`src/rtl/swallow_divider_pkg.sv`:
```
package swallow_divider_pkg;

  typedef enum logic {
    BAND_HIGH = 1'b0,
    BAND_LOW  = 1'b1
  } bandSel_e;

  // strobes from the control to the datapath; exactly one is set per cycle
  typedef struct packed {
    logic load;   // start of a new period: latch configuration, reload all counters
    logic step;   // prescaler tick inside a period: advance swallow and main counters
    logic count;  // ordinary input cycle: prescaler counts down
  } divStrobe_t;

endpackage

```
`src/rtl/swallow_divider_prescaler.sv`:
```
module swallow_divider_prescaler
  import swallow_divider_pkg::*;
#(
  parameter int P_HI_LO = 64,
  parameter int P_HI_HI = 128,
  parameter int P_LO_LO = 8,
  parameter int P_LO_HI = 16,
  localparam int PRE_W = $clog2(P_HI_HI + 1)
) (
  input  logic       clk,
  input  divStrobe_t strobe,
  input  logic       bandSel,
  input  logic       ratioSel,
  input  logic       loadWide,   // first tick of the new period uses P+1
  input  logic       nextWide,   // next tick uses P+1
  output logic       preZero
);

  logic [PRE_W-1:0] newP;
  logic [PRE_W-1:0] curP;
  logic [PRE_W-1:0] preCnt;

  // base modulus chosen from the band and ratio selection
  always_comb begin
    unique case ({bandSel_e'(bandSel), ratioSel})
      {BAND_HIGH, 1'b0}: newP = PRE_W'(P_HI_LO);
      {BAND_HIGH, 1'b1}: newP = PRE_W'(P_HI_HI);
      {BAND_LOW,  1'b0}: newP = PRE_W'(P_LO_LO);
      default:           newP = PRE_W'(P_LO_HI);
    endcase
  end

  // counts down from modulus-1 (P or P+1 cycles per tick) to zero
  always_ff @(posedge clk) begin
    if (strobe.load) begin
      curP   <= newP;
      preCnt <= loadWide ? newP : newP - PRE_W'(1);
    end else if (strobe.step) begin
      preCnt <= nextWide ? curP : curP - PRE_W'(1);
    end else if (strobe.count) begin
      preCnt <= preCnt - PRE_W'(1);
    end
  end

  assign preZero = (preCnt == '0);

endmodule

```
`src/rtl/swallow_divider_counters.sv`:
```
module swallow_divider_counters
  import swallow_divider_pkg::*;
#(
  parameter int SW_W     = 7,
  parameter int MAIN_W   = 11,
  parameter int MAIN_MIN = 3
) (
  input  logic              clk,
  input  divStrobe_t        strobe,
  input  logic [SW_W-1:0]   swallowVal,
  input  logic [MAIN_W-1:0] mainVal,
  output logic              loadWide,
  output logic              nextWide,
  output logic              mainLast,
  output logic              modCtl
);

  logic [SW_W-1:0]   swCnt;
  logic [SW_W-1:0]   swNext;
  logic [MAIN_W-1:0] mainCnt;
  logic [MAIN_W-1:0] mainEff;

  // main values below the minimum are raised to it
  assign mainEff  = (mainVal < MAIN_W'(MAIN_MIN)) ? MAIN_W'(MAIN_MIN) : mainVal;
  assign swNext   = (swCnt == '0) ? '0 : swCnt - SW_W'(1);
  assign loadWide = (swallowVal != '0);
  assign nextWide = (swNext != '0);

  // swCnt: P+1 ticks remaining, including the current one
  // mainCnt: ticks remaining in the period, including the current one
  always_ff @(posedge clk) begin
    if (strobe.load) begin
      swCnt   <= swallowVal;
      mainCnt <= mainEff;
    end else if (strobe.step) begin
      swCnt   <= swNext;
      mainCnt <= mainCnt - MAIN_W'(1);
    end
  end

  assign mainLast = (mainCnt == MAIN_W'(1));
  assign modCtl   = (swCnt != '0);

endmodule

```
`src/rtl/swallow_divider_datapath.sv`:
```
module swallow_divider_datapath
  import swallow_divider_pkg::*;
#(
  parameter int SW_W     = 7,
  parameter int MAIN_W   = 11,
  parameter int MAIN_MIN = 3,
  parameter int P_HI_LO  = 64,
  parameter int P_HI_HI  = 128,
  parameter int P_LO_LO  = 8,
  parameter int P_LO_HI  = 16
) (
  input  logic              clk,
  input  divStrobe_t        strobe,
  input  logic              bandSel,
  input  logic              ratioSel,
  input  logic [SW_W-1:0]   swallowVal,
  input  logic [MAIN_W-1:0] mainVal,
  output logic              preZero,
  output logic              mainLast,
  output logic              modCtl
);

  logic loadWide;
  logic nextWide;

  swallow_divider_prescaler #(
    .P_HI_LO(P_HI_LO), .P_HI_HI(P_HI_HI),
    .P_LO_LO(P_LO_LO), .P_LO_HI(P_LO_HI)
  ) u_prescaler (
    .clk      (clk),
    .strobe   (strobe),
    .bandSel  (bandSel),
    .ratioSel (ratioSel),
    .loadWide (loadWide),
    .nextWide (nextWide),
    .preZero  (preZero)
  );

  swallow_divider_counters #(
    .SW_W(SW_W), .MAIN_W(MAIN_W), .MAIN_MIN(MAIN_MIN)
  ) u_counters (
    .clk        (clk),
    .strobe     (strobe),
    .swallowVal (swallowVal),
    .mainVal    (mainVal),
    .loadWide   (loadWide),
    .nextWide   (nextWide),
    .mainLast   (mainLast),
    .modCtl     (modCtl)
  );

endmodule

```
`src/rtl/swallow_divider_ctrl.sv`:
```
module swallow_divider_ctrl
  import swallow_divider_pkg::*;
(
  input  logic       clk,
  input  logic       rst,
  input  logic       preZero,
  input  logic       mainLast,
  output divStrobe_t strobe,
  output logic       divPulse
);

  logic endOfPeriod;

  assign endOfPeriod = preZero & mainLast;

  always_comb begin
    strobe.load  = rst | endOfPeriod;
    strobe.step  = ~rst & preZero & ~mainLast;
    strobe.count = ~rst & ~preZero;
  end

  always_ff @(posedge clk) begin
    if (rst) divPulse <= 1'b0;
    else     divPulse <= endOfPeriod;
  end

endmodule

```
`src/rtl/swallow_divider.sv`:
```
module swallow_divider
  import swallow_divider_pkg::*;
#(
  parameter int SW_W     = 7,
  parameter int MAIN_W   = 11,
  parameter int MAIN_MIN = 3,
  parameter int P_HI_LO  = 64,
  parameter int P_HI_HI  = 128,
  parameter int P_LO_LO  = 8,
  parameter int P_LO_HI  = 16
) (
  input  logic              clk,
  input  logic              rst,
  input  logic              bandSel,
  input  logic              ratioSel,
  input  logic [SW_W-1:0]   swallowVal,
  input  logic [MAIN_W-1:0] mainVal,
  output logic              modCtl,
  output logic              divPulse
);

  divStrobe_t strobe;
  logic       preZero;
  logic       mainLast;

  swallow_divider_ctrl u_ctrl (
    .clk      (clk),
    .rst      (rst),
    .preZero  (preZero),
    .mainLast (mainLast),
    .strobe   (strobe),
    .divPulse (divPulse)
  );

  swallow_divider_datapath #(
    .SW_W(SW_W), .MAIN_W(MAIN_W), .MAIN_MIN(MAIN_MIN),
    .P_HI_LO(P_HI_LO), .P_HI_HI(P_HI_HI),
    .P_LO_LO(P_LO_LO), .P_LO_HI(P_LO_HI)
  ) u_datapath (
    .clk        (clk),
    .strobe     (strobe),
    .bandSel    (bandSel),
    .ratioSel   (ratioSel),
    .swallowVal (swallowVal),
    .mainVal    (mainVal),
    .preZero    (preZero),
    .mainLast   (mainLast),
    .modCtl     (modCtl)
  );

endmodule

```
`config.mk`:
```
export PLATFORM = sky130hd
export DESIGN_NAME = swallow_divider
export DESIGN_NICKNAME = d
export VERILOG_FILES = /design/src/rtl/swallow_divider_pkg.sv /design/src/rtl/swallow_divider_prescaler.sv /design/src/rtl/swallow_divider_counters.sv /design/src/rtl/swallow_divider_datapath.sv /design/src/rtl/swallow_divider_ctrl.sv /design/src/rtl/swallow_divider.sv
export SDC_FILE = /design/constraint.sdc
export NUM_CORES = 1
export LEC_CHECK = 0
export BUFFER_PORTS_ARGS = -buffer_cell sky130_fd_sc_hd__buf_4
export CORE_MARGIN = 3
export CORE_UTILIZATION = 50
export CTS_BUF_LIST = sky130_fd_sc_hd__clkbuf_8
export DETAILED_ROUTE_END_ITERATION = 8
export PLACE_DENSITY = 0.71
export SLEW_MARGIN = 40
export SYNTH_ARGS = -nofsm -noshare
export SYNTH_HDL_FRONTEND = slang
export SYNTH_SLANG_ARGS = --single-unit
```
`constraint.sdc`:
```
create_clock -name clk -period 2.5 [get_ports clk]
set_input_delay 0.25 -clock clk [delete_from_list [all_inputs] [get_ports clk]]
set_output_delay 0.25 -clock clk [all_outputs]
set_load 0.05 [all_outputs]
```
# Word level (Yosys, flattened, before mapping)
# Index checks and enable logic that the tools add are counted.
dict set report word_totals {
  rom_bits 0
  mem_count 0
  mem_bits_rw 0
  latchBits 0
  ff_bits 35
  output_inout_bits 2
}
dict set report classes {
  n_eq_ne 3
  n_shift 0
  reduce_logical 8
  add_sub_neg 5
  n_mux 12
  n_lt_le_gt_ge 1
  n_bitwise 8
  div 0
  mul 0
}
# cell n
set ops {}
lappend ops {{$mux W8} 5}
lappend ops {{$mux W11} 3}
lappend ops {{$pmux W8 S3} 1}
lappend ops {{$sub A8 B1 Y8 const B} 3}
lappend ops {{$mux W7} 3}
lappend ops {{$reduce_bool A7 Y1} 3}
lappend ops {{$eq A11 B1 Y1 const B} 1}
lappend ops {{$lt A11 B2 Y1 const B} 1}
lappend ops {{$sub A11 B1 Y11 const B} 1}
lappend ops {{$logic_not A8 Y1} 1}
lappend ops {{$logic_not A7 Y1} 1}
lappend ops {{$sub A7 B1 Y7 const B} 1}
lappend ops {{$and A1 B1 Y1} 4}
lappend ops {{$not A1 Y1} 3}
lappend ops {{$reduce_bool A3 Y1} 1}
lappend ops {{$eq A2 B1 Y1 const B} 1}
lappend ops {{$eq A2 B2 Y1 const B} 1}
lappend ops {{$logic_not A2 Y1} 1}
lappend ops {{$reduce_bool A2 Y1} 1}
lappend ops {{$or A1 B1 Y1} 1}

# Longest topological paths before layout
dict set report logic_depth {
  depth_word 6
  ltp_mapped 11
}

# Modules after synthesis
# From an unflattened synthesis, not the netlist that was laid out.
dict set report hier_totals {
  hier_cells 212
  area_unflattened_um2 2038.2
}
# module n_inst cells_each area_each_um2
set modules_own_cells {}
lappend modules_own_cells {swallow_divider_counters 1 122 1153.6}
lappend modules_own_cells {swallow_divider_prescaler 1 85 830.8}
lappend modules_own_cells {swallow_divider_ctrl 1 5 53.8}

# Worst setup path before layout
# OpenSTA, ideal clock, no wires.
dict set report synth_timing {
  path_kind {reg2reg}
  startpoint {reg u_datapath.u_counters.mainCnt[6]}
  endpoint {reg u_datapath.u_counters.mainCnt[0] (data pin)}
  t_arrival_ps 2022
  n_path_buf 2
  path_stages_with_launch 9
  setup_slack_ps 215
  required_ps 2237
  setup_time_ps 263
  cell_sequence {edfxtp_1 -> or4_4 -> or4_4 -> nor2_2 -> nor2_2 -> clkinv_2 -> buf_12 -> buf_8 -> o21ai_0}
}
dict set report synth_via {
  elab_chain_cells 4
}
# item line
set synth_lines {}
lappend synth_lines {{from (decl)} swallow_divider_counters.sv:20} ;# logic [MAIN_W-1:0] mainCnt;
lappend synth_lines {{from (signal assigned)} swallow_divider_counters.sv:34} ;# mainCnt <= mainEff;
lappend synth_lines {{from (signal assigned)} swallow_divider_counters.sv:37} ;# mainCnt <= mainCnt - MAIN_W'(1);
lappend synth_lines {{$eq A11 B1 Y1} swallow_divider_counters.sv:41} ;# assign mainLast = (mainCnt == MAIN_W'(1));
lappend synth_lines {{$and A1 B1 Y1} swallow_divider_ctrl.sv:14} ;# assign endOfPeriod = preZero & mainLast;
lappend synth_lines {{$or A1 B1 Y1} swallow_divider_ctrl.sv:17} ;# strobe.load = rst | endOfPeriod;
lappend synth_lines {{$mux W11} swallow_divider_counters.sv:32} ;# if (strobe.load) begin
# No other way between the ends.
# A chain may end at the register's enable or synchronous reset.

# Worst setup path after layout
dict set report layout_timing {
  startpoint {reg u_datapath.u_counters.mainCnt[6]}
  endpoint {reg u_datapath.u_prescaler.preCnt[4] (data pin)}
}
dict set report layout_via {
  elab_chain_cells 5
  word_cells_on_any_way 7
  cone_classes {1 x eq/ne; 2 x mux; 4 x bitwise}
}
# item line
set layout_lines {}
lappend layout_lines {{$eq A11 B1 Y1 (*)} swallow_divider_counters.sv:41}
lappend layout_lines {{$not A1 Y1} swallow_divider_ctrl.sv:18} ;# strobe.step = ~rst & preZero & ~mainLast;
lappend layout_lines {{$and A1 B1 Y1} swallow_divider_ctrl.sv:18}
lappend layout_lines {{$mux W8} swallow_divider_prescaler.sv:38} ;# end else if (strobe.step) begin
lappend layout_lines {{$mux W8 (*)} swallow_divider_prescaler.sv:35} ;# if (strobe.load) begin
lappend layout_lines {{to (signal assigned)} swallow_divider_prescaler.sv:37} ;# preCnt <= loadWide ? newP : newP - PRE_W'(1);
lappend layout_lines {{to (signal assigned)} swallow_divider_prescaler.sv:39} ;# preCnt <= nextWide ? curP : curP - PRE_W'(1);
lappend layout_lines {{to (signal assigned)} swallow_divider_prescaler.sv:41} ;# preCnt <= preCnt - PRE_W'(1);
lappend layout_lines {{to (decl)} swallow_divider_prescaler.sv:21} ;# logic [PRE_W-1:0] preCnt;
# Every way passes the cells marked *; elsewhere a longest branch is shown, timed or not.

==> qor.yml <==
grt_antenna_before_repair: 0
min_period_over_period_pct: 95.4
htree_levels: 2
dp_slack_ps: 34.8
finalMaxSlewViolations: 0
cp.buffers_inverters: 0
clock-root-buffer: "clkbuf_8"
fin_setup_tns_ps: 0
maxCapViolations: 0
synth_warnings: 0
place_hpwl_mm: 3.35
routed_wl_mm: 4.38
antenna_cells: 0
synth_area_leader_cell: "edfxtp_1"
synth_top_area_share_pct: 42.6
crit_type: "reg -> reg"
status: "completed"
crit_slowest_cell: "or4_4"
p_per_area_nw_per_um2: 503
avgSynthCellArea_sq_um: 10.4
multiInputGateArea_sq_um: 1110
peakVddDrop_mv: 0.331
top_usage_layer: "met2"
synthTopCellsByArea: "edfxtp_1 (43%), xnor2_1 (5.4%), ha_1 (4.7%), o21ai_2 (3.7%), nand2_1 (3.4%)"
hp-class: "in -> reg"
setup_ws_ps: 115
grt_overflow: 0
rsz0062_at_grt: "false"
drtIter0Drc: 88
core_sq_um: 4030
yosysSeqAreaShare_pct: 43.6
die_y_microns: 71.0
via_per_inst: 5.43
synth_cells: 204
ios: 24
fmax_ghz: 0.419
use_met3_pct: 4.26
grt_pass1_vias: 1639
arrival_ps: 2500
track_usage_pct: 19.0
cp_common_cell: "or4_4"
ant_nets: 0
fin_skew_ps: 8.64
p_leak_uw: 0.00100
hold_viol_final: 0
setup_viol: 0
cts_tree: "done"
cts.reportedPaths.clkPinSlew_ps: 60
place_area_sq_um: 2380
use_met1_pct: 24.0
cp_cell_sequence: "or4_4 -> or4_4 -> nor3b_4 -> o211a_1 -> a31o_1 -> o22ai_1"
drc_errors: 0
netlist-cell-type-count: 51
async_reset_ff_share_pct: 0
use_met2_pct: 31.9
grt_max_degree: 25
clock_sinks: 31
clock_latency_ps: 280
worstPathRequired_ps: 2610
port_buffers: 23
critical_path.endpoint_type: "register"
nNetsFinal: 279
start_util_pct: 52.5
vias: 1628
place_congestion: 0.763
nFillCells: 367
avgRoutedWirePerCell_microns: 14.6
fin_crit_ps: 2380
fp.dieW_microns: 71.0
fp.dieArea_sq_um: 5050
numCtsBuffers: 5
regArea_sq_um: 921
final_cell_area_sq_um: 2540
slowest_delay_ps: 560
drive_above_1_share_pct: 30.0
start_kind: "register"
synth_ff_type: "edfxtp_1"
cp_max_fo: 5
syn_to_final_growth_pct: 20.2
cts.hold.buffers_added: 0
clock_path_buffers: 2
path_delay_family: "simple AND/OR/NAND/NOR gates"
synth_edf_count: 30
syn-cell-area_sq_um: 2110
ys_seq_elements: 31
std_cell_rows: 23
dr.pass1.iters: 4
grt_pass1_wl_mm: 7.47
[power by group]
part	internal (uW)	switching, uW	leakage, uW	total [uW]
clock network	187	184	0.0000505	371
logic	119	130	0.000647	249
registers	624	34.1	0.000306	658
total	930	348	0.00100	1280
[placed cells by master (no fill, tap or decap), types with 2 or more instances in the layout]
cell      count
buf_4        32
clkbuf_8      5
mux2i_1       2
ha_1          8
inv_1        16
or4_4         2
o21a_1        2
nor2_1       16
nor3_1        8
a31oi_1       4
nor4_1        7
nand2b_1      5
xor2_1        5
o31ai_1       5
xnor2_1      13
nand2_2       8
nand2_1      18
edfxtp_1     30
nand3_1       2
conb_1        8
o21ai_1       2
o21ai_0       9
nor3b_2       2
o21ai_2       9
nor2_4        2
[per-layer routing]
layer,share of wire (%),routed length (microns)
met5,0,0
met2,51,2250
met1,45,1960
met4,1.6,68
met3,2.6,112
[path summary, 6_finish.rpt]
kind	from	end	slack (ps)	depth (start not counted)
hold / removal	mainVal[4]	u_datapath.u_counters.mainCnt[4]	240	3
hold reg to reg	u_datapath.u_prescaler.curP[7]	u_datapath.u_prescaler.preCnt[7]	660	2
setup / recovery	u_datapath.u_counters.mainCnt[6]	u_datapath.u_prescaler.preCnt[4]	120	6
setup reg to reg	u_datapath.u_counters.mainCnt[6]	u_datapath.u_prescaler.preCnt[4]	120	6
[what timing repair did]
action,CTS,global route
setup buffers,0,2
resized for setup,0,8
endpoints found under the hold margin,0,0
endpoints found under the setup margin,0,26
[worst reg2reg max path, cell delays in order, from the launching register on]
cell and delay, ps:
edfxtp_1 440, or4_4 560, or4_4 540, nor3b_4 200
o211a_1 120, a31o_1 180, o22ai_1 170
[cells by family after synthesis]
logic type / after synthesis / share of synthesized area, %
adders and majority gates: 8 / 4.73
AOI/OAI and AO/OA: 43 / 15.2
and+or+nand+nor: 79 / 21.0
other: 1 / 0.177
DFF: 31 / 43.6
xor gates and xnor gates: 18 / 7.46
buffers and inverters: 21 / 6.39
muxes: 3 / 1.48
[Yosys cell counts (4+ instances only)]
master,instances
edfxtp_1,30
nand2_1,19
nor2_1,16
inv_1,15
xnor2_1,13
o21ai_0,9
o21ai_2,9
ha_1,8
nor3_1,8
nand2_2,7
nor4_1,7
nand2b_1,5
o31ai_1,5
xor2_1,5
a31oi_1,4
[final cells by class]
type	instances	area share, %
clock inverters	3	0.492
multi-input cells	160	43.9
inverters	16	2.56
flip-flops and latches	31	36.2
well taps	50	2.46
repair buffers	35	11.7
clock buffers	5	2.71
[through the flow]
stage,utilization [%],hold WS (ps),cells,power [uW]
after floorplan,-,423,211,828
after CTS,61.1,201,296,1280
after detailed placement,59.1,504,288,908
after global placement,59.1,510,288,901
after global routing,63.1,240,300,1340
final,63.1,237,300,1280
[registers in the layout (all words and copies together), names as in the netlist]
register                       flops
u_datapath.u_counters.mainCnt     11
u_datapath.u_prescaler.curP        4
u_datapath.u_counters.swCnt        7
u_datapath.u_prescaler.preCnt      8
u_ctrl.divPulse                    1
(Power assumes the default switching activity.)
